==> config.mk <==
export PLATFORM = sky130hd
export DESIGN_NAME = nand_cmd_decoder
export DESIGN_NICKNAME = d
export VERILOG_FILES = /design/src/rtl/nand_cmd_pkg.sv /design/src/rtl/nand_cmd_qualifier.sv /design/src/rtl/nand_seq_tracker.sv /design/src/rtl/nand_area_pointer.sv /design/src/rtl/nand_cmd_decoder.sv
export SDC_FILE = /design/constraint.sdc
export NUM_CORES = 1
export LEC_CHECK = 0
export ABC_AREA = 1
export CORE_MARGIN = 4
export CORE_UTILIZATION = 44
export CTS_CLUSTER_DIAMETER = 80
export DETAILED_ROUTE_END_ITERATION = 16
export PLACE_DENSITY_LB_ADDON = 0.2
export SLEW_MARGIN = 0
export SYNTH_ARGS = -nofsm -noshare
export SYNTH_HDL_FRONTEND = slang
export SYNTH_SLANG_ARGS = --single-unit
==> constraint.sdc <==
create_clock -name clk -period 4.07 [get_ports clk]
set_clock_uncertainty 0.2 [all_clocks]
set_input_delay 1.0175 -clock clk [delete_from_list [all_inputs] [get_ports clk]]
set_output_delay 1.0175 -clock clk [all_outputs]
set_load 0.02 [all_outputs]
==> src/rtl/nand_cmd_pkg.sv <==
package nand_cmd_pkg;

  localparam logic [7:0] CODE_READ_A    = 8'h00;
  localparam logic [7:0] CODE_READ_B    = 8'h01;
  localparam logic [7:0] CODE_READ_C    = 8'h50;
  localparam logic [7:0] CODE_SIGNATURE = 8'h90;
  localparam logic [7:0] CODE_STATUS    = 8'h70;
  localparam logic [7:0] CODE_RESET     = 8'hFF;
  localparam logic [7:0] CODE_PROG_1    = 8'h80;
  localparam logic [7:0] CODE_CONFIRM   = 8'h10;
  localparam logic [7:0] CODE_ERASE_1   = 8'h60;
  localparam logic [7:0] CODE_ERASE_2   = 8'hD0;
  localparam logic [7:0] CODE_CBACK_2   = 8'h8A;

  typedef enum logic [2:0] {
    PEND_NONE,
    PEND_PROG,
    PEND_ERASE,
    PEND_CB1,
    PEND_CB2
  } pend_e;

  typedef enum logic [1:0] {
    AREA_A = 2'd0,
    AREA_B = 2'd1,
    AREA_C = 2'd2
  } area_e;

  typedef struct packed {
    logic rd;
    logic sig;
    logic stat;
    logic soft_rst;
    logic prog;
    logic erase;
    logic cback;
  } op_pulse_t;

endpackage

==> src/rtl/nand_cmd_qualifier.sv <==
module nand_cmd_qualifier
  import nand_cmd_pkg::*;
#(
  parameter int IO_W = 8
) (
  input  logic            we_rise,
  input  logic            cle,
  input  logic            ale,
  input  logic            busy,
  input  logic [IO_W-1:0] io,
  output logic            cmd_v,
  output logic [IO_W-1:0] cmd_byte,
  output logic            addr_v
);

  logic busy_ok;

  // While busy, only status and reset get through.
  always_comb begin
    busy_ok  = (io == IO_W'(CODE_STATUS)) || (io == IO_W'(CODE_RESET));
    cmd_v    = we_rise && cle && (!busy || busy_ok);
    cmd_byte = io;
    addr_v   = we_rise && ale && !cle && !busy;
  end

endmodule

==> src/rtl/nand_seq_tracker.sv <==
module nand_seq_tracker
  import nand_cmd_pkg::*;
#(
  parameter int IO_W = 8
) (
  input  logic            clk,
  input  logic            rst,
  input  logic            cmd_v,
  input  logic [IO_W-1:0] cmd_byte,
  output op_pulse_t       ops_o,
  output logic            ptr_set_o,
  output area_e           ptr_area_o
);

  pend_e     pend_q, pend_d;
  op_pulse_t ops_d, ops_q;

  always_comb begin
    pend_d     = pend_q;
    ops_d      = '0;
    ptr_set_o  = 1'b0;
    ptr_area_o = AREA_A;
    if (cmd_v) begin
      // Any accepted byte ends what was pending; the byte itself may start anew.
      pend_d = PEND_NONE;
      case (cmd_byte)
        IO_W'(CODE_RESET): begin
          ops_d.soft_rst = 1'b1;
          ptr_set_o      = 1'b1;
          ptr_area_o     = AREA_A;
        end
        IO_W'(CODE_READ_A): begin
          ops_d.rd   = 1'b1;
          ptr_set_o  = 1'b1;
          ptr_area_o = AREA_A;
          pend_d     = PEND_CB1;
        end
        IO_W'(CODE_READ_B): begin
          ops_d.rd   = 1'b1;
          ptr_set_o  = 1'b1;
          ptr_area_o = AREA_B;
        end
        IO_W'(CODE_READ_C): begin
          ops_d.rd   = 1'b1;
          ptr_set_o  = 1'b1;
          ptr_area_o = AREA_C;
        end
        IO_W'(CODE_SIGNATURE): ops_d.sig  = 1'b1;
        IO_W'(CODE_STATUS):    ops_d.stat = 1'b1;
        IO_W'(CODE_PROG_1):    pend_d     = PEND_PROG;
        IO_W'(CODE_ERASE_1):   pend_d     = PEND_ERASE;
        IO_W'(CODE_CBACK_2): begin
          if (pend_q == PEND_CB1) pend_d = PEND_CB2;
        end
        IO_W'(CODE_CONFIRM): begin
          if (pend_q == PEND_PROG) ops_d.prog  = 1'b1;
          if (pend_q == PEND_CB2)  ops_d.cback = 1'b1;
        end
        IO_W'(CODE_ERASE_2): begin
          if (pend_q == PEND_ERASE) ops_d.erase = 1'b1;
        end
        default: ;
      endcase
    end
  end

  always_ff @(posedge clk) begin
    if (rst) begin
      pend_q <= PEND_NONE;
      ops_q  <= '0;
    end else begin
      pend_q <= pend_d;
      ops_q  <= ops_d;
    end
  end

  assign ops_o = ops_q;

  AST_OP_ONEHOT: assert property (@(posedge clk) disable iff (rst)
    $onehot0(ops_q));
  AST_PROG_NEEDS_PEND: assert property (@(posedge clk) disable iff (rst)
    ops_q.prog |-> $past(pend_q == PEND_PROG));
  AST_CB_NEEDS_PEND: assert property (@(posedge clk) disable iff (rst)
    ops_q.cback |-> $past(pend_q == PEND_CB2));
  AST_RESET_CLEARS: assert property (@(posedge clk) disable iff (rst)
    ops_q.soft_rst |-> pend_q == PEND_NONE);

endmodule

==> src/rtl/nand_area_pointer.sv <==
module nand_area_pointer
  import nand_cmd_pkg::*;
#(
  parameter int HALF_COLS = 256,
  parameter int COL_W     = 10
) (
  input  logic             clk,
  input  logic             rst,
  input  logic             busy,
  input  logic             set_v,
  input  area_e            set_area,
  output area_e            area_o,
  output logic [COL_W-1:0] col_o
);

  localparam logic [COL_W-1:0] COL_B = COL_W'(HALF_COLS);
  localparam logic [COL_W-1:0] COL_C = COL_W'(2 * HALF_COLS);

  area_e            area_q, area_d;
  logic [COL_W-1:0] col_q, col_d;
  logic             busy_q;
  logic             busy_fell;

  always_comb begin
    busy_fell = busy_q && !busy;
    area_d    = area_q;
    if (set_v)
      area_d = set_area;
    else if (area_q == AREA_B && busy_fell)
      area_d = AREA_A;
    case (area_d)
      AREA_B:  col_d = COL_B;
      AREA_C:  col_d = COL_C;
      default: col_d = '0;
    endcase
  end

  always_ff @(posedge clk) begin
    busy_q <= busy;
    if (rst) begin
      area_q <= AREA_A;
      col_q  <= '0;
    end else begin
      area_q <= area_d;
      col_q  <= col_d;
    end
  end

  assign area_o = area_q;
  assign col_o  = col_q;

  AST_COL_TRACKS_AREA: assert property (@(posedge clk) disable iff (rst)
    (area_q == AREA_C) |-> (col_q == COL_C));
  AST_C_STICKY: assert property (@(posedge clk) disable iff (rst)
    (area_q == AREA_C && !set_v) |=> (area_q == AREA_C));

endmodule

==> src/rtl/nand_cmd_decoder.sv <==
module nand_cmd_decoder
  import nand_cmd_pkg::*;
#(
  parameter int IO_W       = 8,
  parameter int HALF_COLS  = 256,
  parameter int SPARE_COLS = 16,
  parameter int COL_W      = $clog2(2 * HALF_COLS + SPARE_COLS)
) (
  input  logic             clk,
  input  logic             rst,
  input  logic             cle_i,
  input  logic             ale_i,
  input  logic             we_rise_i,
  input  logic [IO_W-1:0]  io_i,
  input  logic             busy_i,
  output logic             read_o,
  output logic             sig_o,
  output logic             status_o,
  output logic             reset_o,
  output logic             prog_o,
  output logic             erase_o,
  output logic             copyback_o,
  output logic             addr_o,
  output logic [1:0]       area_o,
  output logic [COL_W-1:0] col_msb_o
);

  logic            cmd_v;
  logic [IO_W-1:0] cmd_byte;
  logic            addr_v;
  logic            addr_q;
  op_pulse_t       ops;
  logic            ptr_set;
  area_e           ptr_area;
  area_e           area_cur;

  nand_cmd_qualifier #(.IO_W(IO_W)) qual_i (
    .we_rise (we_rise_i),
    .cle     (cle_i),
    .ale     (ale_i),
    .busy    (busy_i),
    .io      (io_i),
    .cmd_v   (cmd_v),
    .cmd_byte(cmd_byte),
    .addr_v  (addr_v)
  );

  nand_seq_tracker #(.IO_W(IO_W)) seq_i (
    .clk       (clk),
    .rst       (rst),
    .cmd_v     (cmd_v),
    .cmd_byte  (cmd_byte),
    .ops_o     (ops),
    .ptr_set_o (ptr_set),
    .ptr_area_o(ptr_area)
  );

  nand_area_pointer #(.HALF_COLS(HALF_COLS), .COL_W(COL_W)) ptr_i (
    .clk     (clk),
    .rst     (rst),
    .busy    (busy_i),
    .set_v   (ptr_set),
    .set_area(ptr_area),
    .area_o  (area_cur),
    .col_o   (col_msb_o)
  );

  always_ff @(posedge clk) begin
    if (rst) addr_q <= 1'b0;
    else     addr_q <= addr_v;
  end

  assign read_o     = ops.rd;
  assign sig_o      = ops.sig;
  assign status_o   = ops.stat;
  assign reset_o    = ops.soft_rst;
  assign prog_o     = ops.prog;
  assign erase_o    = ops.erase;
  assign copyback_o = ops.cback;
  assign addr_o     = addr_q;
  assign area_o     = area_cur;

  AST_NO_CMD_WITHOUT_CLE: assert property (@(posedge clk) disable iff (rst)
    (we_rise_i && !cle_i) |=> !(read_o || sig_o || status_o || reset_o ||
                                prog_o || erase_o || copyback_o));
  AST_BUSY_GATE: assert property (@(posedge clk) disable iff (rst)
    (we_rise_i && cle_i && busy_i) |=> !(read_o || sig_o || prog_o ||
                                         erase_o || copyback_o));
  AST_ERASE_CONFIRM: assert property (@(posedge clk) disable iff (rst)
    erase_o |-> $past(we_rise_i && cle_i && io_i == IO_W'(CODE_ERASE_2)));
  AST_RESET_AREA: assert property (@(posedge clk) disable iff (rst)
    reset_o |-> area_o == 2'd0);
  AST_B_FALLBACK: assert property (@(posedge clk) disable iff (rst)
    (area_o == 2'd1 && $past(busy_i) && !busy_i && !(we_rise_i && cle_i))
      |=> area_o == 2'd0);
  AST_ADDR_ONLY_ALE: assert property (@(posedge clk) disable iff (rst)
    addr_o |-> $past(we_rise_i && ale_i && !cle_i && !busy_i));

endmodule

==> flow_summary_export.csv <==
group,metric,value,unit
status,status,"finished clean",
worst_setup_path,crit_type,"reg2out",
die,core.rowCount,15,
routing,drc,0,
worst_hold_path,min_path_type,"reg2reg",
global_route,grt_overflow,0,
synth,yosysSeqAreaShare,40.5,%
clock_network,path_clk_slew,0.10,ns
routing,via_per_inst,4.57,
place,dp_hpwl,1.36,mm
job,maxCapViolCount,0,
worst_setup_path,path_delay_family,"buffers and inverters",
final_layout,area_growth,35.9,%
worst_setup_path,cp_num_buf_inv,1,
timing,finalSetupViolations,0,
final_layout,num-nets-final,159,
clock_network,cts_num_sinks,16,
clock_network,cts_max_path_buffers,2,
die,fp.dieW,50.4,µm
die,initial_core_util,46.3,%
worst_setup_path,start_kind,"flop",
synth,synthCells,116,
routing,wl,1.69,mm
die,coreArea,0.00171,mm²
timing,fmax,0.400,GHz
timing,drv_slew,0,
worst_setup_path,crit_path_max_fanout,3,
routing,vias,772,
timing,rsz0062_at_grt,"false",
clock_network,clk_latency,0.29,ns
global_route,grt_pass1_vias,668,
worst_setup_path,crit_required,2.85,ns
timing,hold_viol_final,0,
final_layout,num-fill-cells,162,
timing,layout_worst_path_cycle_share,61.4,%
die,io_pins,34,
die,die_area,0.00254,mm²
timing,postLayoutSetupSlackWorst,1.57,ns
worst_setup_path,critical_path.cell_chain,"clkdlybuf4s50_1",
power,ir_drop,133,µV
place,portBuffers,25,
clock_network,cts_setup_buffers,0,
global_route,grt_max_degree,10,
clock_network,ctsHoldBuffers,0,
clock_network,ctsResizeCount,0,
worst_setup_path,ff2ff_setup_slack,2.86,ns
timing,min_period,2.50,ns
place,dp_slack,1.29,ns
global_route,grt_usage,13.8,%
synth,synthArstFlopShare,0,%
worst_setup_path,cp-end-kind,"primary output",
clock_network,cts_htree_levels,1,
worst_setup_path,critPathArrivalTime,1.28,ns
place,place.gp.congestion,0.974,
global_route,antenna_found_initial,0,
synth,ys_seq_elements,16,
final_layout,final_layout_size_suffix_gt1_share,8.33,%
synth,ys.flop_type,"dfxtp_1",
routing,drt_iter0_drc,22,
synth,postSynthAreaPerCell,6.82,µm²
power,p_leak,0.000493,µW
synth,yosys_warnings,0,
routing,ant_nets,0,
clock_network,numCtsBuffers,3,
worst_setup_path,cpMaxStageDelayCell,"clkdlybuf4s50_1",
final_layout,antenna_cells_inserted,0,
synth,synth_edf_count,0,
clock_network,cts-root-buf,"clkbuf_4",
die,dieHeight,50.4,µm
power,powerDensity,287,mW/mm²
routing,wire_per_inst,9.97,µm
worst_setup_path,critPathMaxStageDelay,0.62,ns
synth,ys_types,20,
global_route,grt_pass1_wl,2.68,mm
final_layout,layout_common_cells,"nand2_1, clkdlybuf4s50_1, nor2_1",
final_layout,layout_commonest_cell,"nand2_1",
clock_network,cts_tree,"yes",
routing,first_pass_iters,4,
timing,fin_setup_tns,0,ns
synth,synth_area,791,µm²
[registers in the layout, indices dropped and copies added, names as in the netlist]
register	cells
seq_i.pend_q	3
ptr_i.col_o	2
ptr_i.area_o	2
addr_o	1
seq_i.ops_o	7
ptr_i.busy_q	1
[cell type report]
class | count | area, µm² | share of cell area, %
repair buffers | 25 | 250 | 23.3
inverters | 17 | 65.1 | 6.05
flip-flops and latches | 16 | 320 | 29.8
clock buffers | 4 | 36.3 | 3.38
multi-input cells | 82 | 372 | 34.6
well taps | 25 | 31.3 | 2.91
[report_power, final]
part | switching [µW] | internal [µW]
registers | 1.40 | 159
clock network | 52.4 | 54.6
logic | 24.9 | 16.8
[cell usage after synthesis (2+ instances only)]
cell	n	area [µm²]
inv_1	15	56.3
buf_4	8	60.1
a21oi_1	4	20.0
o21ai_0	3	15.0
nor2_2	3	18.8
nor4_1	2	12.5
nand4_1	2	12.5
nor3_1	6	30.0
dfxtp_1	16	320
nor2_1	19	71.3
nand3_1	4	20.0
nand2_1	26	97.6
[kinds of logic after synthesis]
family                 share of synthesized area (%)
flip-flops                                      40.5
AO/OA/AOI/OAI                                   6.49
buffers and inverters                           15.8
other                                          0.474
AND/OR/NAND/NOR                                 36.7
[path summary, 6_finish.rpt]
path,endpoint,start,depth (start not counted)
worst min register to register,seq_i.ops_o[2]$_SDFF_PP0_,seq_i.pend_q[2]$_SDFFE_PP0N_,1
worst max-delay path,area_o[1],ptr_i.area_o[1]$_SDFF_PP0_,1
worst min-delay path,seq_i.ops_o[2]$_SDFF_PP0_,seq_i.pend_q[2]$_SDFFE_PP0N_,1
worst max register to register,seq_i.pend_q[2]$_SDFFE_PP0N_,seq_i.pend_q[1]$_SDFFE_PP0N_,4
[per-stage QoR]
stage	cells	area (µm²)	hold WS [ns]	utilization (%)	total power, µW
3_3_place_gp	165	1040	0.205	60.8	204
2_1_floorplan	123	817	0.199	-	191
5_1_grt	169	1070	0.246	62.9	320
4_1_cts	169	1070	0.229	62.9	310
3_5_place_dp	165	1040	0.215	60.8	204
6_report	169	1070	0.225	62.9	309
[metal layers]
metal  wire [µm]  global-route usage [%]
met3         130                    2.67
met1         732                    16.4
met5           0                       0
met2         797                    23.0
met4          24                    8.07
Power figures use the tool's default switching activity.
